--- config.mk ---
export PLATFORM = sky130hd
export DESIGN_NAME = sdclk_divgen
export DESIGN_NICKNAME = d
export VERILOG_FILES = /design/src/rtl/sdclk_pkg.sv /design/src/rtl/sdclk_cfg_latch.sv /design/src/rtl/sdclk_prescaler.sv /design/src/rtl/sdclk_divisor.sv /design/src/rtl/sdclk_phase.sv /design/src/rtl/sdclk_divgen.sv
export SDC_FILE = /design/constraint.sdc
export NUM_CORES = 1
export LEC_CHECK = 0
export CAP_MARGIN = 5
export CORE_AREA = 2 2 77 79
export DETAILED_ROUTE_END_ITERATION = 10
export DIE_AREA = 0 0 79 81
export GPL_ROUTABILITY_DRIVEN = 1
export PLACE_DENSITY = 0.72
export SLEW_MARGIN = 0
export SYNTH_ARGS = -nofsm -noshare
export SYNTH_HDL_FRONTEND = slang
export SYNTH_HIERARCHICAL = 1
export SYNTH_SLANG_ARGS = --single-unit
--- constraint.sdc ---
create_clock -name clk -period 4.86 [get_ports clk]
set_input_delay 0.486 -clock clk [delete_from_list [all_inputs] [get_ports clk]]
set_output_delay 0.486 -clock clk [all_outputs]
set_load 0.01 [all_outputs]
--- src/rtl/sdclk_pkg.sv ---
package sdclk_pkg;
   localparam int unsigned SDCLK_CFG_W   = 16;
   localparam int unsigned SDCLK_PRE_W   = 8;
   localparam int unsigned SDCLK_PRE_LSB = 8;
   localparam int unsigned SDCLK_DIV_W   = 4;
   localparam int unsigned SDCLK_DIV_LSB = 4;
   localparam int unsigned SDCLK_SETTLE  = 2;

   typedef enum logic [0:0] {
      PH_IDLE = 1'b0,
      PH_RUN  = 1'b1
   } sdclk_phase_e;
endpackage

--- src/rtl/sdclk_cfg_latch.sv ---
module sdclk_cfg_latch #(
   parameter int unsigned CFG_W   = 16,
   parameter int unsigned PRE_W   = 8,
   parameter int unsigned PRE_LSB = 8,
   parameter int unsigned DIV_W   = 4,
   parameter int unsigned DIV_LSB = 4,
   parameter int unsigned SH_W    = 4
) (
   input  logic             clk,
   input  logic             rst_n,
   input  logic             gate_en,
   input  logic [CFG_W-1:0] cfg_word,
   output logic [SH_W-1:0]  shift_q,
   output logic [DIV_W-1:0] div_q
);
   logic [PRE_W-1:0] pre_fld;
   logic [DIV_W-1:0] div_fld;
   logic [SH_W-1:0]  shift_d;

   assign pre_fld = cfg_word[PRE_LSB +: PRE_W];
   assign div_fld = cfg_word[DIV_LSB +: DIV_W];

   // highest set prescaler bit decides the power of two
   always_comb begin
      shift_d = '0;
      for (int i = 0; i < int'(PRE_W); i++) begin
         if (pre_fld[i]) shift_d = SH_W'(i + 1);
      end
   end

   always_ff @(posedge clk or negedge rst_n) begin
      if (!rst_n) begin
         shift_q <= '0;
         div_q   <= '0;
      end else if (!gate_en) begin
         shift_q <= shift_d;
         div_q   <= div_fld;
      end
   end
endmodule

--- src/rtl/sdclk_prescaler.sv ---
module sdclk_prescaler #(
   parameter int unsigned PRE_W = 8,
   parameter int unsigned SH_W  = 4
) (
   input  logic             clk,
   input  logic             rst_n,
   input  logic             clr,
   input  logic             adv,
   input  logic [SH_W-1:0]  shift,
   output logic [PRE_W-1:0] pre_cnt,
   output logic             pre_wrap
);
   logic [PRE_W-1:0] last_val;

   for (genvar g = 0; g < int'(PRE_W); g++) begin : g_mask
      assign last_val[g] = (shift > SH_W'(g));
   end

   assign pre_wrap = (pre_cnt == last_val);

   always_ff @(posedge clk or negedge rst_n) begin
      if (!rst_n)         pre_cnt <= '0;
      else if (clr)       pre_cnt <= '0;
      else if (adv) begin
         if (pre_wrap)    pre_cnt <= '0;
         else             pre_cnt <= pre_cnt + 1'b1;
      end
   end
endmodule

--- src/rtl/sdclk_divisor.sv ---
module sdclk_divisor #(
   parameter int unsigned DIV_W = 4
) (
   input  logic             clk,
   input  logic             rst_n,
   input  logic             clr,
   input  logic             adv,
   input  logic [DIV_W-1:0] div_m1,
   output logic [DIV_W-1:0] div_cnt,
   output logic             div_wrap
);
   assign div_wrap = (div_cnt == div_m1);

   always_ff @(posedge clk or negedge rst_n) begin
      if (!rst_n)         div_cnt <= '0;
      else if (clr)       div_cnt <= '0;
      else if (adv) begin
         if (div_wrap)    div_cnt <= '0;
         else             div_cnt <= div_cnt + 1'b1;
      end
   end
endmodule

--- src/rtl/sdclk_phase.sv ---
module sdclk_phase
   import sdclk_pkg::*;
#(
   parameter int unsigned PRE_W  = 8,
   parameter int unsigned DIV_W  = 4,
   parameter int unsigned SH_W   = 4,
   parameter int unsigned SETTLE = 2
) (
   input  logic             clk,
   input  logic             rst_n,
   input  logic             gate_en,
   input  logic [PRE_W-1:0] pre_cnt,
   input  logic [DIV_W-1:0] div_cnt,
   input  logic [SH_W-1:0]  shift,
   input  logic [DIV_W-1:0] div_m1,
   input  logic             period_end,
   output logic             running,
   output logic             sd_clk,
   output logic             sd_clk_stb,
   output logic             clk_stable
);
   localparam int unsigned POS_W = PRE_W + DIV_W;
   localparam int unsigned RAT_W = POS_W + 1;
   localparam int unsigned SET_W = $clog2(SETTLE + 1);

   sdclk_phase_e      phase_q;
   logic [SET_W-1:0]  settle_q;
   logic [POS_W-1:0]  pos;
   logic [RAT_W-1:0]  ratio;
   logic [RAT_W-1:0]  high_len;

   assign pos      = (POS_W'(div_cnt) << shift) | POS_W'(pre_cnt);
   assign ratio    = (RAT_W'(div_m1) + RAT_W'(1)) << shift;
   assign high_len = (ratio + RAT_W'(1)) >> 1;

   assign running    = (phase_q == PH_RUN);
   assign sd_clk     = running && (RAT_W'(pos) < high_len);
   assign sd_clk_stb = running && (pos == '0);
   assign clk_stable = (settle_q == SET_W'(SETTLE));

   always_ff @(posedge clk or negedge rst_n) begin
      if (!rst_n) begin
         phase_q  <= PH_IDLE;
         settle_q <= '0;
      end else begin
         phase_q <= gate_en ? PH_RUN : PH_IDLE;
         if (!gate_en)
            settle_q <= '0;
         else if (period_end && (settle_q != SET_W'(SETTLE)))
            settle_q <= settle_q + 1'b1;
      end
   end
endmodule

--- src/rtl/sdclk_divgen.sv ---
module sdclk_divgen
   import sdclk_pkg::*;
#(
   parameter int unsigned CFG_W   = SDCLK_CFG_W,
   parameter int unsigned PRE_W   = SDCLK_PRE_W,
   parameter int unsigned PRE_LSB = SDCLK_PRE_LSB,
   parameter int unsigned DIV_W   = SDCLK_DIV_W,
   parameter int unsigned DIV_LSB = SDCLK_DIV_LSB,
   parameter int unsigned SETTLE  = SDCLK_SETTLE
) (
   input  logic             clk,
   input  logic             rst_n,
   input  logic             gate_en,
   input  logic [CFG_W-1:0] cfg_word,
   output logic             sd_clk,
   output logic             sd_clk_stb,
   output logic             clk_stable
);
   localparam int unsigned SH_W = $clog2(PRE_W + 1);

   if (PRE_LSB + PRE_W > CFG_W) begin : g_bad_pre
      $error("prescaler field does not fit in the configuration word");
   end
   if (DIV_LSB + DIV_W > PRE_LSB) begin : g_bad_div
      $error("divisor field overlaps the prescaler field");
   end
   if (SETTLE < 1) begin : g_bad_settle
      $error("settle period count must be at least one");
   end

   logic [SH_W-1:0]  shift_q;
   logic [DIV_W-1:0] div_q;
   logic [PRE_W-1:0] pre_cnt;
   logic [DIV_W-1:0] div_cnt;
   logic             pre_wrap;
   logic             div_wrap;
   logic             running;
   logic             clr;
   logic             period_end;

   assign clr        = !gate_en;
   assign period_end = running && pre_wrap && div_wrap;

   sdclk_cfg_latch #(
      .CFG_W(CFG_W), .PRE_W(PRE_W), .PRE_LSB(PRE_LSB),
      .DIV_W(DIV_W), .DIV_LSB(DIV_LSB), .SH_W(SH_W)
   ) u_cfg (
      .clk(clk), .rst_n(rst_n), .gate_en(gate_en), .cfg_word(cfg_word),
      .shift_q(shift_q), .div_q(div_q)
   );

   sdclk_prescaler #(.PRE_W(PRE_W), .SH_W(SH_W)) u_pre (
      .clk(clk), .rst_n(rst_n), .clr(clr), .adv(running),
      .shift(shift_q), .pre_cnt(pre_cnt), .pre_wrap(pre_wrap)
   );

   sdclk_divisor #(.DIV_W(DIV_W)) u_div (
      .clk(clk), .rst_n(rst_n), .clr(clr), .adv(running && pre_wrap),
      .div_m1(div_q), .div_cnt(div_cnt), .div_wrap(div_wrap)
   );

   sdclk_phase #(
      .PRE_W(PRE_W), .DIV_W(DIV_W), .SH_W(SH_W), .SETTLE(SETTLE)
   ) u_phase (
      .clk(clk), .rst_n(rst_n), .gate_en(gate_en),
      .pre_cnt(pre_cnt), .div_cnt(div_cnt), .shift(shift_q), .div_m1(div_q),
      .period_end(period_end), .running(running),
      .sd_clk(sd_clk), .sd_clk_stb(sd_clk_stb), .clk_stable(clk_stable)
   );
endmodule

==> flow_summary_export.csv <==
group,metric,value,unit
drt,drtAntennaViolNets,0,
status,outcome,"completed",
logic_synthesis,ys_seq_area_frac,0.238,
timing,tightest_slew,1.04,ns
timing,slew_violations,0,
critical_path,cp_slowest_cell,"clkdlybuf4s50_1",
critical_path,end_kind,"output pin",
global_route,grt_use_total,0.184,
die,dieArea,6400,µm²
place,dp_hpwl,4150,µm
timing,hold_ws,0.600,ns
critical_path,critPathLaunchType,"flip-flop",
critical_path,crit_path_cell_trace,"ha_1, nor2_1, a211o_1, nor2_1, ha_1, and4_4, a32oi_1, ha_1, a21oi_1, o21ai_0, a2111oi_2, nor3_1, nor4b_1, clkdlybuf4s50_1",
clock_tree,cts-root-buf,"clkbuf_8",
logic_synthesis,avgSynthCellArea,8.44,µm²
worst_hold_path,hold_class,"reg2reg",
power_and_ir_drop,power,571,µW
clock_tree,post_cts_buffers,0,
final_layout,design_area,2670,µm²
critical_path,crit_required,4.37,ns
critical_path,cp_max_fo,8,
timing,skew,0.00345,ns
critical_path,worst-setup-path-type,"reg2out",
power_and_ir_drop,p_per_area,214,nW/µm²
timing,fmax,220,MHz
timing,rsz0062_at_grt,"false",
die,die_x,79,µm
critical_path,rr_startpoint,"u_cfg/shift_q[2]",
global_route,overflow,0,
die,fp.dieH,81,µm
final_layout,syn2layout_area_growth,10.3,%
global_route,grt_pass1_wl,9500,µm
timing,relSlewSlack,0.304,
final_layout,fillCellCount,583,
timing,finalCritPeriodShare,0.937,
timing,setup_viol,0,
worst_hold_path,hold_start,"u_phase/settle_q[1]",
critical_path,max_stage_delay,0.58,ns
logic_synthesis,synth_flop_cell,"dfrtp_1",
die,rows,28,
logic_synthesis,netlist_instances,287,
drt,wl_per_cell,15.0,µm
logic_synthesis,ys_ff_latch,23,
drt,drcViolationCount,0,
global_route,antenna_found_initial,0,
final_layout,multiInputGateArea,1700,µm²
clock_tree,cts.sinks,23,
drt,viasPerCell,5.94,
timing,fin_ws,0.308,ns
clock_tree,clock_latency,0.27,ns
clock_tree,cts_tree,"yes",
global_route,grt_max_degree,26,
place,place_area,2620,µm²
critical_path,path_buf_inv,1,
logic_synthesis,ys_warn_count,6,
place,numPortBuffers,17,
place,gp_congestion,0.945,
place,place_ws,0.506,ns
critical_path,arrival,4.07,ns
drt,wirelength,5590,µm
final_layout,regArea,576,µm²
critical_path,crit_top_cell,"ha_1",
clock_tree,hold_buffers,0,
clock_tree,cts_inserted_buffers,3,
logic_synthesis,ys_types,66,
timing,hold_viol,0,
drt,firstDrtPassIters,5,
logic_synthesis,syn_nets,322,
clock_tree,clk_path_buf_depth,2,
final_layout,diodes,0,
drt,vias,2209,
power_and_ir_drop,power.leakage,1.07,nW
critical_path,path_delay_family,"compound AO/OA/AOI/OAI gates",
clock_tree,htree_levels,1,
logic_synthesis,ys_async_sr_fraction,1.00,
power_and_ir_drop,ir_drop,107,µV
logic_synthesis,synth_area,2420,µm²
critical_path,crit_start,"u_cfg/div_q[0]",
final_layout,nets,333,
global_route,grt_pass1_vias,2015,
timing,final.min_clock_period,4.55,ns
logic_synthesis,synth_edf_count,0,
drt,drt-initial-drc-count,198,
die,coreArea,5680,µm²
final_layout,drive_gt1_frac,0.104,
clock_tree,path_clk_slew,0.08,ns
die,ios,22,
timing,fin_setup_tns,0,ns
die,initial_utilization,0.427,
run,cap_violations,0,
-- area by class of cell --
type | instances | share of cell area
clock buffers | 3 | 0.0155
clock inverters | 1 | 0.00187
inverters | 14 | 0.0197
multi-input cells | 235 | 0.637
flip-flops and latches | 23 | 0.215
well taps | 75 | 0.0351
repair buffers | 21 | 0.0749
-- report_power, final --
| part | internal (mW) | switching (mW) |
|---|---|---|
| logic | 0.104 | 0.119 |
| clock network | 0.0573 | 0.0625 |
| registers | 0.201 | 0.0277 |
| total | 0.362 | 0.209 |
-- registers in the layout (all words and copies together) (netlist names) --
name / cells
u_cfg/div_q: 4
u_cfg/shift_q: 4
u_div/div_cnt: 4
u_phase/running: 1
u_phase/settle_q: 2
u_pre/pre_cnt: 8
-- stage by stage --
step / util / std cells
floorplan: - / 287
global placement: 0.461 / 368
detailed placement: 0.461 / 368
CTS: 0.469 / 372
global route: 0.471 / 372
finish: 0.471 / 372
-- metal layers --
metal,up-vias,share of wire,GRT usage
met1,1057,0.49,0.259
met4,0,0.013,0.0672
met5,-,0,0
met3,6,0.033,0.0122
met2,55,0.47,0.298
li1,1091,-,-
-- cell usage in the layout (no fill, tap or decap), drive strengths merged, types with 6 or more instances in the layout --
cell type       n
clkdlybuf4s50  17
or2             6
nand3           8
nand2b          8
dfrtp          23
nor3            7
xor2            9
mux2            7
a21oi          11
ha             16
o21ai          11
nand2          24
mux2i           7
nor2           27
inv            14
-- worst reg2reg max path, stage by stage (launching register included) --
cell	delay, ns
dfrtp_1	0.65
buf_4	0.30
and2b_2	0.23
o21ai_0	0.15
nand4_1	0.17
nor4_4	0.51
and2_1	0.41
nand2_1	0.09
mux2_2	0.26
o32ai_1	0.20
-- synth_stat cells, drive strengths merged, types with 6 or more instances --
library cell | instances | area [µm²]
o21ai | 11 | 55.1
a21oi | 11 | 55.1
buf | 13 | 87.6
nor2 | 27 | 101
nand2b | 8 | 50.1
nor3 | 7 | 35.0
ha | 16 | 200
inv | 14 | 52.6
nand2 | 24 | 90.1
mux2 | 7 | 82.6
nand3 | 8 | 40.0
dfrtp | 23 | 576
mux2i | 7 | 70.1
or2 | 6 | 37.5
xor2 | 9 | 78.8
-- what timing repair did --
action | CTS | global route
gates resized for setup | 0 | 4
endpoints found under the setup margin | 0 | 1
endpoints found under the hold margin | 0 | 0
-- cells by family after synthesis --
logic type,after synthesis,synth area share
AO/OA/AOI/OAI,71,0.215
XOR/XNOR,13,0.0470
adder cells (fa/ha/maj),16,0.0826
buffers and inverters,29,0.0635
flip-flops,23,0.238
multiplexers,15,0.0723
AND/OR/NAND/NOR,120,0.282
-- final timing paths --
kind,end,slack [ns],cells after the start
min,u_phase/settle_q[1],0.60,3
max in group asynchronous,u_div/div_cnt[1],3.45,1
max reg2reg,u_div/div_cnt[2],1.80,9
min reg2reg,u_phase/settle_q[1],0.60,3
max,sd_clk,0.31,14
min in group asynchronous,u_pre/pre_cnt[6],0.78,1
(Power assumes the default switching activity.)
